`src/rtl/twr_pkg.sv`:
```
`timescale 1ns/1ps
package twr_pkg;

   // names of the position codes for the default 2-bit field
   typedef enum logic [1:0] {
      POS_LOW  = 2'b00,
      POS_MID  = 2'b01,
      POS_HIGH = 2'b10,
      POS_BAD  = 2'b11
   } twr_pos_e;

   function automatic int twr_ceil_div(input int num, input int den);
      return (num + den - 1) / den;
   endfunction

endpackage

```
`src/rtl/twr_strobe_edge.sv`:
```
`timescale 1ns/1ps
module twr_strobe_edge #(
   parameter bit EDGE_DETECT = 1'b1
) (
   input  logic clk,
   input  logic strobe,
   output logic take
);

   generate
      if (EDGE_DETECT) begin : g_edge
         // previous strobe level; follows the pin even during reset so
         // a strobe held through reset is not taken as a new write
         logic prev_q;
         always_ff @(posedge clk) begin
            prev_q <= strobe;
         end
         assign take = strobe & ~prev_q;
      end else begin : g_level
         assign take = strobe;
      end
   endgenerate

endmodule

```
`src/rtl/twr_tag_decode.sv`:
```
`timescale 1ns/1ps
module twr_tag_decode #(
   parameter int BYTE_W     = 8,
   parameter int TAG_W      = 2,
   parameter int NUM_SLICES = 3
) (
   input  logic                    take,
   input  logic [BYTE_W-1:0]       byte_in,
   output logic [NUM_SLICES-1:0]   hit,
   output logic                    bad,
   output logic [BYTE_W-TAG_W-1:0] payload
);

   localparam int PAY_W = BYTE_W - TAG_W;
   localparam logic [TAG_W-1:0] FIRST_BAD = TAG_W'(NUM_SLICES);

   logic [TAG_W-1:0] tag;

   assign tag     = byte_in[BYTE_W-1 -: TAG_W];
   assign payload = byte_in[PAY_W-1:0];
   assign bad     = take && (tag >= FIRST_BAD);

   generate
      for (genvar i = 0; i < NUM_SLICES; i++) begin : g_hit
         assign hit[i] = take && (tag == TAG_W'(i));
      end
   endgenerate

endmodule

```
`src/rtl/twr_slice_store.sv`:
```
`timescale 1ns/1ps
module twr_slice_store #(
   parameter int PAY_W      = 6,
   parameter int NUM_SLICES = 3,
   parameter int WORD_W     = 16
) (
   input  logic                  clk,
   input  logic                  rst,
   input  logic [NUM_SLICES-1:0] hit,
   input  logic [PAY_W-1:0]      payload,
   output logic [WORD_W-1:0]     acc_nxt,
   output logic [NUM_SLICES-1:0] mask_q,
   output logic                  complete,
   output logic                  redo
);

   logic [WORD_W-1:0]     acc_q;
   logic [NUM_SLICES-1:0] mask_nxt;

   // each slice owns its own field; the top slice may be narrower
   generate
      for (genvar i = 0; i < NUM_SLICES; i++) begin : g_slice
         localparam int LO = i * PAY_W;
         localparam int SW = ((WORD_W - LO) < PAY_W) ? (WORD_W - LO) : PAY_W;
         assign acc_nxt[LO +: SW] = hit[i] ? payload[SW-1:0] : acc_q[LO +: SW];
      end
   endgenerate

   assign mask_nxt = mask_q | hit;
   // the mask never rests full, so a full next mask implies a new hit
   assign complete = &mask_nxt;
   assign redo     = |(hit & mask_q);

   always_ff @(posedge clk) begin
      if (rst) begin
         acc_q  <= '0;
         mask_q <= '0;
      end else begin
         acc_q  <= acc_nxt;
         mask_q <= complete ? '0 : mask_nxt;
      end
   end

endmodule

```
`src/rtl/twr_word_out.sv`:
```
`timescale 1ns/1ps
module twr_word_out #(
   parameter int WORD_W = 16
) (
   input  logic              clk,
   input  logic              rst,
   input  logic              complete,
   input  logic [WORD_W-1:0] word_in,
   output logic              word_valid,
   output logic [WORD_W-1:0] word_out
);

   always_ff @(posedge clk) begin
      if (rst) begin
         word_valid <= 1'b0;
         word_out   <= '0;
      end else begin
         word_valid <= complete;
         if (complete) begin
            word_out <= word_in;
         end
      end
   end

endmodule

```
`src/rtl/twr_flags.sv`:
```
`timescale 1ns/1ps
module twr_flags (
   input  logic clk,
   input  logic rst,
   input  logic bad,
   input  logic redo,
   input  logic clear,
   output logic tag_err,
   output logic ovr_flag
);

   // a new event wins over a clear in the same cycle
   always_ff @(posedge clk) begin
      if (rst) begin
         tag_err  <= 1'b0;
         ovr_flag <= 1'b0;
      end else begin
         tag_err  <= bad  | (tag_err  & ~clear);
         ovr_flag <= redo | (ovr_flag & ~clear);
      end
   end

endmodule

```
`src/rtl/tagged_word_rebuild.sv`:
```
`timescale 1ns/1ps
module tagged_word_rebuild #(
   parameter int BYTE_W      = 8,
   parameter int TAG_W       = 2,
   parameter int WORD_W      = 16,
   parameter bit EDGE_DETECT = 1'b1
) (
   input  logic                  clk,
   input  logic                  rst,
   input  logic                  bus_wr,
   input  logic [BYTE_W-1:0]     bus_byte,
   input  logic                  flag_clear,
   output logic                  word_valid,
   output logic [WORD_W-1:0]     word_out,
   output logic [twr_pkg::twr_ceil_div(WORD_W, BYTE_W-TAG_W)-1:0] slice_mask,
   output logic                  tag_err,
   output logic                  ovr_flag
);

   localparam int PAY_W      = BYTE_W - TAG_W;
   localparam int NUM_SLICES = twr_pkg::twr_ceil_div(WORD_W, PAY_W);

   generate
      if (TAG_W < 1 || PAY_W < 1) begin : g_bad_split
         $error("tagged_word_rebuild: byte must hold both a code and payload");
      end
      if (NUM_SLICES >= (1 << TAG_W)) begin : g_no_spare_code
         $error("tagged_word_rebuild: code field needs one unused value");
      end
   endgenerate

   logic                  take;
   logic [NUM_SLICES-1:0] hit;
   logic                  bad;
   logic                  redo;
   logic                  complete;
   logic [PAY_W-1:0]      payload;
   logic [WORD_W-1:0]     acc_nxt;

   twr_strobe_edge #(
      .EDGE_DETECT (EDGE_DETECT)
   ) u_edge (
      .clk    (clk),
      .strobe (bus_wr),
      .take   (take)
   );

   twr_tag_decode #(
      .BYTE_W     (BYTE_W),
      .TAG_W      (TAG_W),
      .NUM_SLICES (NUM_SLICES)
   ) u_decode (
      .take    (take),
      .byte_in (bus_byte),
      .hit     (hit),
      .bad     (bad),
      .payload (payload)
   );

   twr_slice_store #(
      .PAY_W      (PAY_W),
      .NUM_SLICES (NUM_SLICES),
      .WORD_W     (WORD_W)
   ) u_store (
      .clk      (clk),
      .rst      (rst),
      .hit      (hit),
      .payload  (payload),
      .acc_nxt  (acc_nxt),
      .mask_q   (slice_mask),
      .complete (complete),
      .redo     (redo)
   );

   twr_word_out #(
      .WORD_W (WORD_W)
   ) u_out (
      .clk        (clk),
      .rst        (rst),
      .complete   (complete),
      .word_in    (acc_nxt),
      .word_valid (word_valid),
      .word_out   (word_out)
   );

   twr_flags u_flags (
      .clk      (clk),
      .rst      (rst),
      .bad      (bad),
      .redo     (redo),
      .clear    (flag_clear),
      .tag_err  (tag_err),
      .ovr_flag (ovr_flag)
   );

endmodule

```
`config.mk`:
```
export PLATFORM = sky130hd
export DESIGN_NAME = tagged_word_rebuild
export DESIGN_NICKNAME = d
export VERILOG_FILES = /design/src/rtl/twr_pkg.sv /design/src/rtl/twr_strobe_edge.sv /design/src/rtl/twr_tag_decode.sv /design/src/rtl/twr_slice_store.sv /design/src/rtl/twr_word_out.sv /design/src/rtl/twr_flags.sv /design/src/rtl/tagged_word_rebuild.sv
export SDC_FILE = /design/constraint.sdc
export NUM_CORES = 1
export LEC_CHECK = 0
export ABC_AREA = 1
export ABC_CLOCK_PERIOD_IN_PS = 2500
export BUFFER_PORTS_ARGS = -buffer_cell sky130_fd_sc_hd__buf_2
export CAP_MARGIN = 20
export CELL_PAD_IN_SITES_DETAIL_PLACEMENT = 0
export CELL_PAD_IN_SITES_GLOBAL_PLACEMENT = 1
export CORE_UTILIZATION = 42
export CTS_CLUSTER_DIAMETER = 80
export DETAILED_ROUTE_END_ITERATION = 10
export PLACE_DENSITY = 0.88
export SLEW_MARGIN = 20
export SYNTH_ARGS = -nofsm -noshare
export SYNTH_HDL_FRONTEND = slang
export SYNTH_SLANG_ARGS = --single-unit
```
`constraint.sdc`:
```
create_clock -name clk -period 2.5 [get_ports clk]
set_input_delay 0 -clock clk [delete_from_list [all_inputs] [get_ports clk]]
set_output_delay 0 -clock clk [all_outputs]
set_load 0.01 [all_outputs]
```
# == Yosys cells after proc, flatten, opt, wreduce, memory -nomap -nowiden ==
# Index checks and enable logic that the tools add are counted.
# classes
magnitude_cmp,1
n_eq_ne,2
muxes,3
bitwise,9
reduce_logical,8
# ops
cell,count
two-way mux 6 bit,2
logical AND 1 bit,4
two-way mux 4 bit,1
AND 1 bit,3
AND 3 bit,1
bitwise OR 3 bit,1
AND reduction 3 bit,1
OR reduction 3 bit,1
"== test 2 x 1 -> 1 bit, second input constant",1
"== test 2 bit, second input constant",1
"greater-or-equal comparator 2 bit, second input constant",1
logical NOT 2 bit,1
inverter 1 bit,2
bitwise OR 1 bit,2
OR reduction 2 bit,1
# totals
register_bits,39

# == Logic depth before layout (Yosys ltp) ==
# Gate-level depths: netlist of run 1.
# logic_depth
word_depth,6
ltp_mapped,9
depth_no_buf,8

# == By module ==
# Synthesis of run 1 repeated with hierarchy kept, for this count alone.
# unflattened
cells_unflattened,241
area_unflattened_um2,1721.7
# by_module_without_submodules
module,instances,cells_each,area_per_inst_um2,seq_area_each_um2
twr_slice_store,1,110,780.7,380.4
twr_word_out,1,105,767.0,340.3
twr_tag_decode,1,14,75.1,0.0
twr_flags,1,9,68.8,40.0
twr_strobe_edge,1,3,30.0,20.0

# == Worst setup path before layout of run 1 ==
# OpenSTA, ideal clock, no wires.
# synth_timing
path_kind,reg2reg
startpoint,reg u_edge.g_edge.prev_q
endpoint,reg u_out.word_out[14]
t_arrival_ps,1054
required_ps,2387
path_slack_ps,1332
path_stages_with_launch,8
path_buffers,1
period_less_slack_ps,1168
path_cell_list,dfxtp_1 nor2_4 nand2_2 nand2_4 nand3_4 buf_6 nand3_1 nand2_1
# synth_via
elab_chain_cells,5
elab_cells_between_ends,8
cone_classes,mux (1); bitwise (3); reduce/logical (4)
# synth_rtl
element,line,source
from (decl),twr_strobe_edge.sv:14,logic prev_q;
from (signal assigned),twr_strobe_edge.sv:16,prev_q <= strobe;
inverter 1 bit (*),twr_strobe_edge.sv:18,assign take = strobe & ~prev_q;
AND 1 bit (*),twr_strobe_edge.sv:18,
logical AND 1 bit,twr_tag_decode.sv:25,assign hit[i] = take && (tag == TAG_W'(i));
bitwise OR 3 bit,twr_slice_store.sv:29,assign mask_nxt = mask_q | hit;
AND reduction 3 bit,twr_slice_store.sv:31,assign complete = &mask_nxt;
to (signal assigned),twr_word_out.sv:20,word_out <= word_in;
to (decl),twr_word_out.sv:10,output logic [WORD_W-1:0] word_out
# Every way passes the cells marked *; elsewhere a longest branch is shown, timed or not.
# A chain may end at the register's enable or synchronous reset.

# == Worst setup path in the final report of run 1 ==
# layout_timing
startpoint,in bus_wr
endpoint,reg u_out.word_out[13]
# layout_via
elab_chain_cells,4
elab_cells_between_ends,7
cone_classes,mux (1); bitwise (2); reduce/logical (4)
# layout_rtl
element,line,source
from (decl),tagged_word_rebuild.sv:10,"input logic bus_wr,"
AND 1 bit (*),twr_strobe_edge.sv:18,
logical AND 1 bit,twr_tag_decode.sv:25,
bitwise OR 3 bit,twr_slice_store.sv:29,
AND reduction 3 bit,twr_slice_store.sv:31,
# Marks and branches as above.

==> impl_metrics.tcl, run 1 <==
set metrics [dict create \
    start_util 0.436 \
    cts_tree "done" \
    vias_per_cell 4.51 \
    p_clk_frac 0.394 \
    async_flop_share 0 \
    die_area_sq_um 4050 \
    timing.max_cap.violations 0 \
    ys_warn_count 0 \
    layout_commonest_cell "dfxtp_1" \
    worst-path-max-fanout 16 \
    pwr-share-seq 0.545 \
    peakVddDrop_mv 0.409 \
    crit_path_end_kind "flip-flop" \
    p_switching_mw 0.255 \
    syn_area_per_cell_sq_um 8.49 \
    drt-initial-drc-count 37 \
    holdWs_ps 102 \
    yosys.area.top_type_share 0.489 \
    slew_headroom 0.701 \
    ys_types 26 \
    fin_ws_ps 1040 \
    crit_path_start_kind "input pin" \
    p_int_mw 0.906 \
    p_leak_nw 0.962 \
    power.density_nw_per_um2 617 \
    status "complete, no violations" \
    diodes 0 \
    final_cell_mix "39 x dfxtp_1, 35 x nand2_1, 34 x nand3_1" \
    p_sw_frac 0.219 \
    first_pass_iters 4 \
    clkLatencyLatePin_ps 290 \
    finalCriticalPeriod_ps 1460 \
    hold_class "in -> reg" \
    drcViolationCount 0 \
    fin_crit_sh 0.583 \
    gp_congestion 0.711 \
    ant_nets 0 \
    numCtsBuffers 5 \
    detail_route.wl_per_cell_microns 10.5 \
    syn_to_final_growth_pct 17.9 \
    fp-row-count 22 \
    cp.arrival_ps 1690 \
    grt_pass1_vias 1064 \
    synthTopCellsByArea "dfxtp_1 49%, nand3_1 11%, nand2_1 8.2%" \
    p_comb_frac 0.061 \
    max_slew.worst_pin.slew_ps 448 \
    ys.flop_type "dfxtp_1" \
    cts-htree-levels 2 \
    synth-seq-cells 39 \
    drive_gt1_frac 0.246 \
    place.port_buffers 33 \
    syn_nets 200 \
    grt_usage 0.158 \
    clock.fmax_ghz 0.686 \
    routed_wl_microns 2850 \
    cts-root-buf "clkbuf_8" \
    die_x_microns 63.6 \
    skew_ps 1.90 \
    clk_pin_slew_ps 70 \
    syn_area_sq_um 1600 \
    synth_cells 188 \
    die_h_microns 63.6 \
    worst-setup-path-type "in -> reg" \
    yosysSeqAreaShare 0.489 \
    synth_area_leader_cell "dfxtp_1" \
    cp.required_ps 2730 \
    clk_path_buf_depth 2 \
    via_count 1228 \
    nNetsFinal 235 \
    drv_slew 0 \
    fin_setup_tns_ps 0 \
    rsz0062_at_grt "false" \
    gr-total-overflow 0 \
    placedInstanceArea_sq_um 1750 \
    fp.coreArea_sq_um 3660 \
    finalSetupViolCount 0 \
    final_hold_viol_count 0 \
    grt_pass1_wl_microns 4910 \
    postLayoutCellArea_sq_um 1880 \
    dpl.hpwl_microns 1910 \
    synth-edff-count 0 \
    antenna_found_initial 0 \
    io_pins 34 \
    dp_slack_ps 1060 \
    grt_max_degree 52 \
    cts.sinks 39 \
]
[critical path, cell delays in order]
cell	delay, ps
dlygate4sd3_1	520
buf_2	110
inv_1	60
nor2_4	160
nand2_2	210
nand2_4	140
inv_2	60
nor2_8	240
nand3_1	110
nand2_1	80
[Yosys cell counts, types with 2 or more instances]
| cell type | n |
|---|---|
| o21ai_1 | 2 |
| and2_1 | 16 |
| buf_2 | 2 |
| o21ai_0 | 14 |
| clkbuf_1 | 2 |
| dfxtp_1 | 39 |
| nand2_2 | 2 |
| nor2_1 | 6 |
| inv_1 | 16 |
| nand3_2 | 2 |
| nand2_1 | 35 |
| clkbuf_4 | 2 |
| nand3_1 | 34 |
| nand2_4 | 4 |
[metal layers]
metal / global-route usage / vias up / part of all wire
li1: - / 668 / -
met1: 0.207 / 529 / 0.50
met2: 0.229 / 25 / 0.44
met3: 0.0652 / 6 / 0.046
met4: 0.0597 / 0 / 0.015
met5: 0 / - / 0
[power groups by stage]
stage                     Combinational, mW  Sequential [mW]  Clock (mW)
final                                0.0713            0.633       0.457
after floorplan                      0.0500            0.648           0
after global placement               0.0686            0.647           0
after global routing                 0.0802            0.633       0.503
after detailed placement             0.0692            0.647           0
after CTS                            0.0724            0.633       0.470
[area by class of cell]
type | instances | area [sq um]
Timing Repair Buffer | 37 | 203
Tap cell | 48 | 60.1
Multi-Input combinational cell | 123 | 673
Clock buffer | 8 | 100
Inverter | 17 | 63.8
Fill cell | 381 | 1780
Sequential cell | 39 | 781
[metrics by stage]
step                total power [mW]  utilization  instances
floorplan                      0.698            -        188
detailed placement             0.716        0.478        261
CTS                             1.18        0.514        272
finish                          1.16        0.514        272
global route                    1.22        0.514        272
global placement               0.715        0.478        261
[kinds of logic after synthesis]
family | Yosys count | share of synthesized area
DFF | 39 | 0.489
AOI/OAI and AO/OA | 17 | 0.0533
buffers and inverters | 26 | 0.0886
and+or+nand+nor | 106 | 0.369
[worst paths after layout]
path	startpoint	to	slack (ps)	depth (start not counted)
max reg2reg	u_edge.g_edge.prev_q	u_out.word_out[13]	1090	7
min	flag_clear	u_flags.ovr_flag	100	6
min reg2reg	u_out.word_out[12]	u_out.word_out[12]	470	2
max	bus_wr	u_out.word_out[13]	1040	10
[state kept, by name, summed over array words and instances, names as in the netlist]
name and count:
u_store.mask_q 3, u_edge.g_edge.prev_q 1, u_flags.ovr_flag 1, u_out.word_valid 1, u_flags.tag_err 1, u_store.acc_q 16, u_out.word_out 16
[repair_timing]
| action | 4_1_cts | 5_1_grt |
|---|---|---|
| hold buffers | 3 | 0 |
| buffers inserted | 0 | 0 |
| hold endpoints to repair | 4 | 0 |
| resized for setup | 0 | 0 |
Note: power is estimated with default switching activity, not from simulation.
==> run 2, diff against run 1 <==
--- a/config.mk
+++ b/config.mk
@@ -5,16 +5,16 @@
 export SDC_FILE = /design/constraint.sdc
 export NUM_CORES = 1
 export LEC_CHECK = 0
-export ABC_AREA = 1
-export ABC_CLOCK_PERIOD_IN_PS = 2500
+export ABC_AREA = 0
+export ABC_CLOCK_PERIOD_IN_PS = 1400
 export BUFFER_PORTS_ARGS = -buffer_cell sky130_fd_sc_hd__buf_2
 export CAP_MARGIN = 20
 export CELL_PAD_IN_SITES_DETAIL_PLACEMENT = 0
 export CELL_PAD_IN_SITES_GLOBAL_PLACEMENT = 1
-export CORE_UTILIZATION = 42
+export CORE_UTILIZATION = 41
 export CTS_CLUSTER_DIAMETER = 80
 export DETAILED_ROUTE_END_ITERATION = 10
-export PLACE_DENSITY = 0.88
+export PLACE_DENSITY = 0.83
 export SLEW_MARGIN = 20
 export SYNTH_ARGS = -nofsm -noshare
 export SYNTH_HDL_FRONTEND = slang
==> constraint.sdc (replaced) <==
create_clock -name clk -period 1.4 [get_ports clk]
set_input_delay 0 -clock clk [delete_from_list [all_inputs] [get_ports clk]]
set_output_delay 0 -clock clk [all_outputs]
set_load 0.01 [all_outputs]
==> run 2 against run 1 <==
  * Synthesized cell count is 27% lower
  * The run now ends with setup timing left
  * Clock power is 58% higher
  * First-iteration DRC count is 2.7% lower
  * Sequential power is 79% higher
  * Largest power group unchanged
  * Total power is 71% higher
  * Sequential share of layout area is 2.0 points lower
  * Core utilization is 2.6 points higher
  * Combinational power is 85% higher
  * Non-clock buffer count is 11 higher
  * Sequential cell count stayed put
==> impl_metrics.tcl, run 2 <==
set metrics [dict create \
    placedInstanceArea_sq_um 1840 \
    fin_crit_sh 1.07 \
    worst-path-max-fanout 16 \
    finalCriticalPeriod_ps 1500 \
    peakVddDrop_mv 0.572 \
    power.density_nw_per_um2 1010 \
    clk_pin_slew_ps 70 \
    cp.arrival_ps 1680 \
    fp-row-count 22 \
    clock.fmax_ghz 0.665 \
    die_area_sq_um 4080 \
    yosys.area.top_type_share 0.498 \
    timing.max_cap.violations 0 \
    ys_types 22 \
    grt_pass1_wl_microns 4950 \
    nNetsFinal 196 \
    routed_wl_microns 3010 \
    yosysSeqAreaShare 0.498 \
    drv_slew 0 \
    syn_to_final_growth_pct 26.0 \
    top_regs "u_out.word_out x16, u_store.acc_q x16, u_store.mask_q x3" \
    ant_nets 0 \
    violations "setup timing" \
    postLayoutCellArea_sq_um 1980 \
    hold_class "in -> reg" \
    clk_path_buf_depth 2 \
    dpl.hpwl_microns 2170 \
    drcViolationCount 0 \
    cp.required_ps 1580 \
    cp_top_family "flip-flops" \
    max_slew.worst_pin.slew_ps 316 \
    cts_tree "done" \
    cts-htree-levels 2 \
    synth_cells 137 \
    syn_area_per_cell_sq_um 11.5 \
    grt_usage 0.163 \
    n_fill_cell 338 \
    cts-root-buf "clkbuf_8" \
    drt-initial-drc-count 36 \
    ys_warn_count 0 \
    multi_input_area_sq_um 757 \
    slew_headroom 0.783 \
    skew_ps 5.50 \
    fin_setup_tns_ps -1240 \
    grt_pass1_vias 1068 \
    async_flop_share 0 \
    fin_ws_ps -103 \
    gr-total-overflow 0 \
    r2r_slack_ps -100 \
    drive_gt1_frac 0.411 \
    detail_route.wl_per_cell_microns 12.9 \
    first_pass_iters 4 \
    layout_commonest_cell "dfxtp_1" \
    post-synth-top-count-cell "dfxtp_1" \
    synth-edff-count 0 \
    yosys-top-cells-count "39 x dfxtp_1, 21 x nor2_1, 18 x mux2i_1" \
    final_hold_viol_count 0 \
    rsz0062_at_grt "true" \
    ys.flop_type "dfxtp_1" \
    fp.coreArea_sq_um 3660 \
    final_cell_mix "38 x dfxtp_1, 33 x buf_2, 21 x nor2_1" \
    place.port_buffers 33 \
    synth_area_leader_cell "dfxtp_1" \
    synthTopCellsByArea "dfxtp_1 50%, mux2i_1 11%, mux2_4 9.6%" \
    path_cells "and4bb_4 > o21ai_4 > buf_12 > mux2_2" \
    vias_per_cell 4.73 \
    synth-seq-cells 39 \
    diodes 0 \
    crit_path_end_kind "flip-flop" \
    antenna_found_initial 0 \
    slowest_stage "dfxtp_2" \
    syn_area_sq_um 1570 \
    start_util 0.429 \
    worst-setup-path-type "reg -> reg" \
    numCtsBuffers 5 \
    path_buf_inv 1 \
    clkLatencyLatePin_ps 290 \
    cpPeakStageDelay_ps 400 \
    finalSetupViolCount 16 \
    io_pins 34 \
    ff_latch_area_sq_um 782 \
    via_count 1101 \
    status "complete, but fails checks" \
    grt_max_degree 17 \
    die_x_microns 63.9 \
    crit_path_start_kind "flip-flop" \
    cts.sinks 39 \
    p_leak_nw 0.901 \
    die_h_microns 63.9 \
    gp_congestion 0.745 \
    finalPower_mw 1.99 \
    syn_nets 149 \
]
[run 2: logic make-up after synthesis]
| group | synth area share |
|---|---|
| multiplexers | 0.254 |
| buffers and inverters | 0.0367 |
| AND/OR/NAND/NOR | 0.171 |
| flip-flops | 0.498 |
| AO/OA/AOI/OAI | 0.0415 |
[run 2: report_power, final]
part | switching [mW] | internal [mW]
Combinational | 0.0706 | 0.0617
Sequential | 0.00921 | 1.12
Clock | 0.375 | 0.349
Total | 0.454 | 1.54
[run 2: layer usage]
layer	GRT usage	wire length (microns)	vias to the layer above
li1	-	-	557
met1	0.198	1360	512
met2	0.267	1460	29
met3	0.0589	151	3
met4	0.0511	32	0
met5	0	0	-
[run 2: layout make-up]
class | instances | area share
sequential | 39 | 0.396
multi-input combinational | 89 | 0.383
timing repair buffer | 48 | 0.148
clock buffer | 7 | 0.0386
tap | 48 | 0.0304
clock inverter | 1 | 0.00253
inverter | 1 | 0.00190
[run 2: worst paths after layout]
path / from / to / cells past startpoint
hold / removal: bus_byte[4] / u_store.acc_q[4] / 3
hold reg to reg: u_store.acc_q[0] / u_store.acc_q[0] / 2
setup reg to reg: u_edge.g_edge.prev_q / u_out.word_out[2] / 4
setup / recovery: u_edge.g_edge.prev_q / u_out.word_out[2] / 4
[run 2: what timing repair did]
item                                    in CTS  in global routing
buffers inserted                             1                  1
gates resized for setup                      4                  0
pin swaps                                    1                  1
hold buffers                                 1                  0
cloned                                       0                  0
hold endpoints to repair                     1                  0
endpoints found under the setup margin      16                 16
[run 2: metrics by stage]
step                hold WS [ps]  setup WS, ps  std cells   util
global route                52.7          -177        233  0.540
floorplan                   27.7          -156        137      -
finish                      22.4          -103        233  0.540
global placement             159          -142        222  0.504
CTS                         19.0          -101        232  0.538
detailed placement           179          -176        222  0.504
[run 2: worst min-delay path: stages]
cell and delay [ps]:
buf_2 90, mux2i_1 60, nor2_1 110
==> run 3, diff against run 2 <==
--- a/config.mk
+++ b/config.mk
@@ -7,14 +7,14 @@
 export LEC_CHECK = 0
 export ABC_AREA = 0
 export ABC_CLOCK_PERIOD_IN_PS = 1400
-export BUFFER_PORTS_ARGS = -buffer_cell sky130_fd_sc_hd__buf_2
 export CAP_MARGIN = 20
 export CELL_PAD_IN_SITES_DETAIL_PLACEMENT = 0
 export CELL_PAD_IN_SITES_GLOBAL_PLACEMENT = 1
-export CORE_UTILIZATION = 41
+export CORE_UTILIZATION = 45
 export CTS_CLUSTER_DIAMETER = 80
 export DETAILED_ROUTE_END_ITERATION = 10
-export PLACE_DENSITY = 0.83
+export DONT_BUFFER_PORTS = 1
+export PLACE_DENSITY = 0.79
 export SLEW_MARGIN = 20
 export SYNTH_ARGS = -nofsm -noshare
 export SYNTH_HDL_FRONTEND = slang
==> run 3 against run 2 <==
  * Cell area is 5.0% lower
  * Core utilization grew 2.3 points
  * Via count is 10% lower
  * Largest power group unchanged
  * The run ends with hold timing, setup timing left
  * Clock power shrank 11%
  * Wire length is 3.0% lower
  * Count of clock-buffer cells in the layout is 1 higher
  * Register-to-register slack about the same
  * First-iteration DRC count decreased by 42%
  * Hold slack worse by 310 ps
  * Largest cell class unchanged
  * Global-route usage grew 0.64 points
==> impl_metrics.tcl, run 3 (synthesized netlist as in run 2, its figures left out) <==
set metrics [dict create \
    worst-setup-path-type "reg -> reg" \
    holdPathStages 1 \
    ctsHoldBuffers 7 \
    multi_input_area_sq_um 761 \
    first_pass_iters 4 \
    nNetsFinal 167 \
    fp-row-count 21 \
    cts-root-buf "clkbuf_4" \
    drcViolationCount 0 \
    cp.arrival_ps 1740 \
    finalCriticalPeriod_ps 1490 \
    via_count 989 \
    grt_pass1_wl_microns 4370 \
    detail_route.wl_per_cell_microns 14.4 \
    n_fill_cell 293 \
    die_area_sq_um 3730 \
    p_leak_nw 0.767 \
    top_regs "u_out.word_out x16, u_store.acc_q x16, u_store.mask_q x3" \
    cts_tree "done" \
    r2r_cells 5 \
    rsz0062_at_grt "true" \
    worst-path-max-fanout 5 \
    drive_gt1_frac 0.288 \
    start_util 0.470 \
    grt_pass1_vias 918 \
    clkLatencyLatePin_ps 350 \
    clk_path_buf_depth 2 \
    clock.fmax_ghz 0.672 \
    drt-initial-drc-count 21 \
    gp_congestion 0.639 \
    holdWs_ps -292 \
    fp.coreArea_sq_um 3340 \
    crit_path_end_kind "flip-flop" \
    violations "hold timing, setup timing" \
    power.density_nw_per_um2 988 \
    syn_to_final_growth_pct 19.7 \
    fin_ws_ps -89.0 \
    gr-total-overflow 0 \
    slew_headroom 0.821 \
    max_slew.worst_pin.slew_ps 264 \
    fin_crit_sh 1.06 \
    place_inst 186 \
    numCtsBuffers 5 \
    diodes 0 \
    hold_class "in -> reg" \
    skew_ps 7.54 \
    dpl.hpwl_microns 1940 \
    die_x_microns 61.1 \
    die_h_microns 61.1 \
    stdcell_count 202 \
    grt_max_degree 39 \
    timing.max_cap.violations 0 \
    crit_path_start_kind "flip-flop" \
    clk_pin_slew_ps 110 \
    cts-htree-levels 2 \
    cp.required_ps 1650 \
    io_pins 34 \
    layout_commonest_cell "dfxtp_1" \
    fin_setup_tns_ps -1190 \
    place.port_buffers 0 \
    vias_per_cell 4.90 \
    final_cell_mix "36 x dfxtp_1, 21 x nor2_1, 17 x mux2i_1" \
    ff_latch_area_sq_um 785 \
    finalSetupViolCount 16 \
    drv_slew 0 \
    placedInstanceArea_sq_um 1680 \
    postLayoutCellArea_sq_um 1880 \
    routed_wl_microns 2920 \
    final_hold_viol_count 38 \
    ant_nets 0 \
    peakVddDrop_mv 0.512 \
    status "complete, but fails checks" \
    grt_usage 0.170 \
    antenna_found_initial 0 \
    cts.sinks 39 \
]
## run 3: report_power, final
group / switching (mW) / internal (mW)
registers: 0.0102 / 1.13
clock network: 0.348 / 0.295
logic: 0.0313 / 0.0450
total: 0.390 / 1.47
## run 3: final timing paths
check                                     startpoint            endpoint  slack (ps)
worst max register to register  u_edge.g_edge.prev_q  u_out.word_out[11]         -90
worst max-delay path            u_edge.g_edge.prev_q  u_out.word_out[11]         -90
worst min register to register      u_store.acc_q[2]    u_store.acc_q[2]         520
worst min-delay path                             rst    u_flags.ovr_flag        -290
## run 3: stage by stage
stage               setup slack, ps   util  total power [mW]
floorplan                      -156      -              1.23
global placement              -93.3  0.504              1.23
detailed placement             -112  0.504              1.23
CTS                           -92.2  0.552              1.87
global route                   -145  0.563              1.94
finish                        -89.0  0.563              1.86
## run 3: cell type report
type / count / area share
Clock buffer: 8 / 0.0366
Inverter: 1 / 0.00200
Timing Repair Buffer: 19 / 0.108
Multi-Input combinational cell: 89 / 0.405
Sequential cell: 39 / 0.418
Tap cell: 46 / 0.0306
## run 3: per-layer routing
metal	global-route usage	wire (microns)	up-vias	share of wire
met5	0	0	-	0
met4	0.0779	43	0	0.015
met3	0.0987	239	5	0.082
met2	0.241	1320	25	0.45
met1	0.206	1320	464	0.45
li1	-	-	495	-
## run 3: critical path, stage by stage (launching register included)
cell and delay, ps:
dfxtp_2 360, and4bb_4 360, buf_12 130, mux2i_1 200
nor2_1 70, mux2_4 260
## run 3: what timing repair did
action,4_1_cts,5_1_grt
pin swaps,1,1
setup endpoints to repair,16,16
resized for setup,4,3
endpoints found under the hold margin,39,38
setup buffers,1,0
gates cloned,0,1
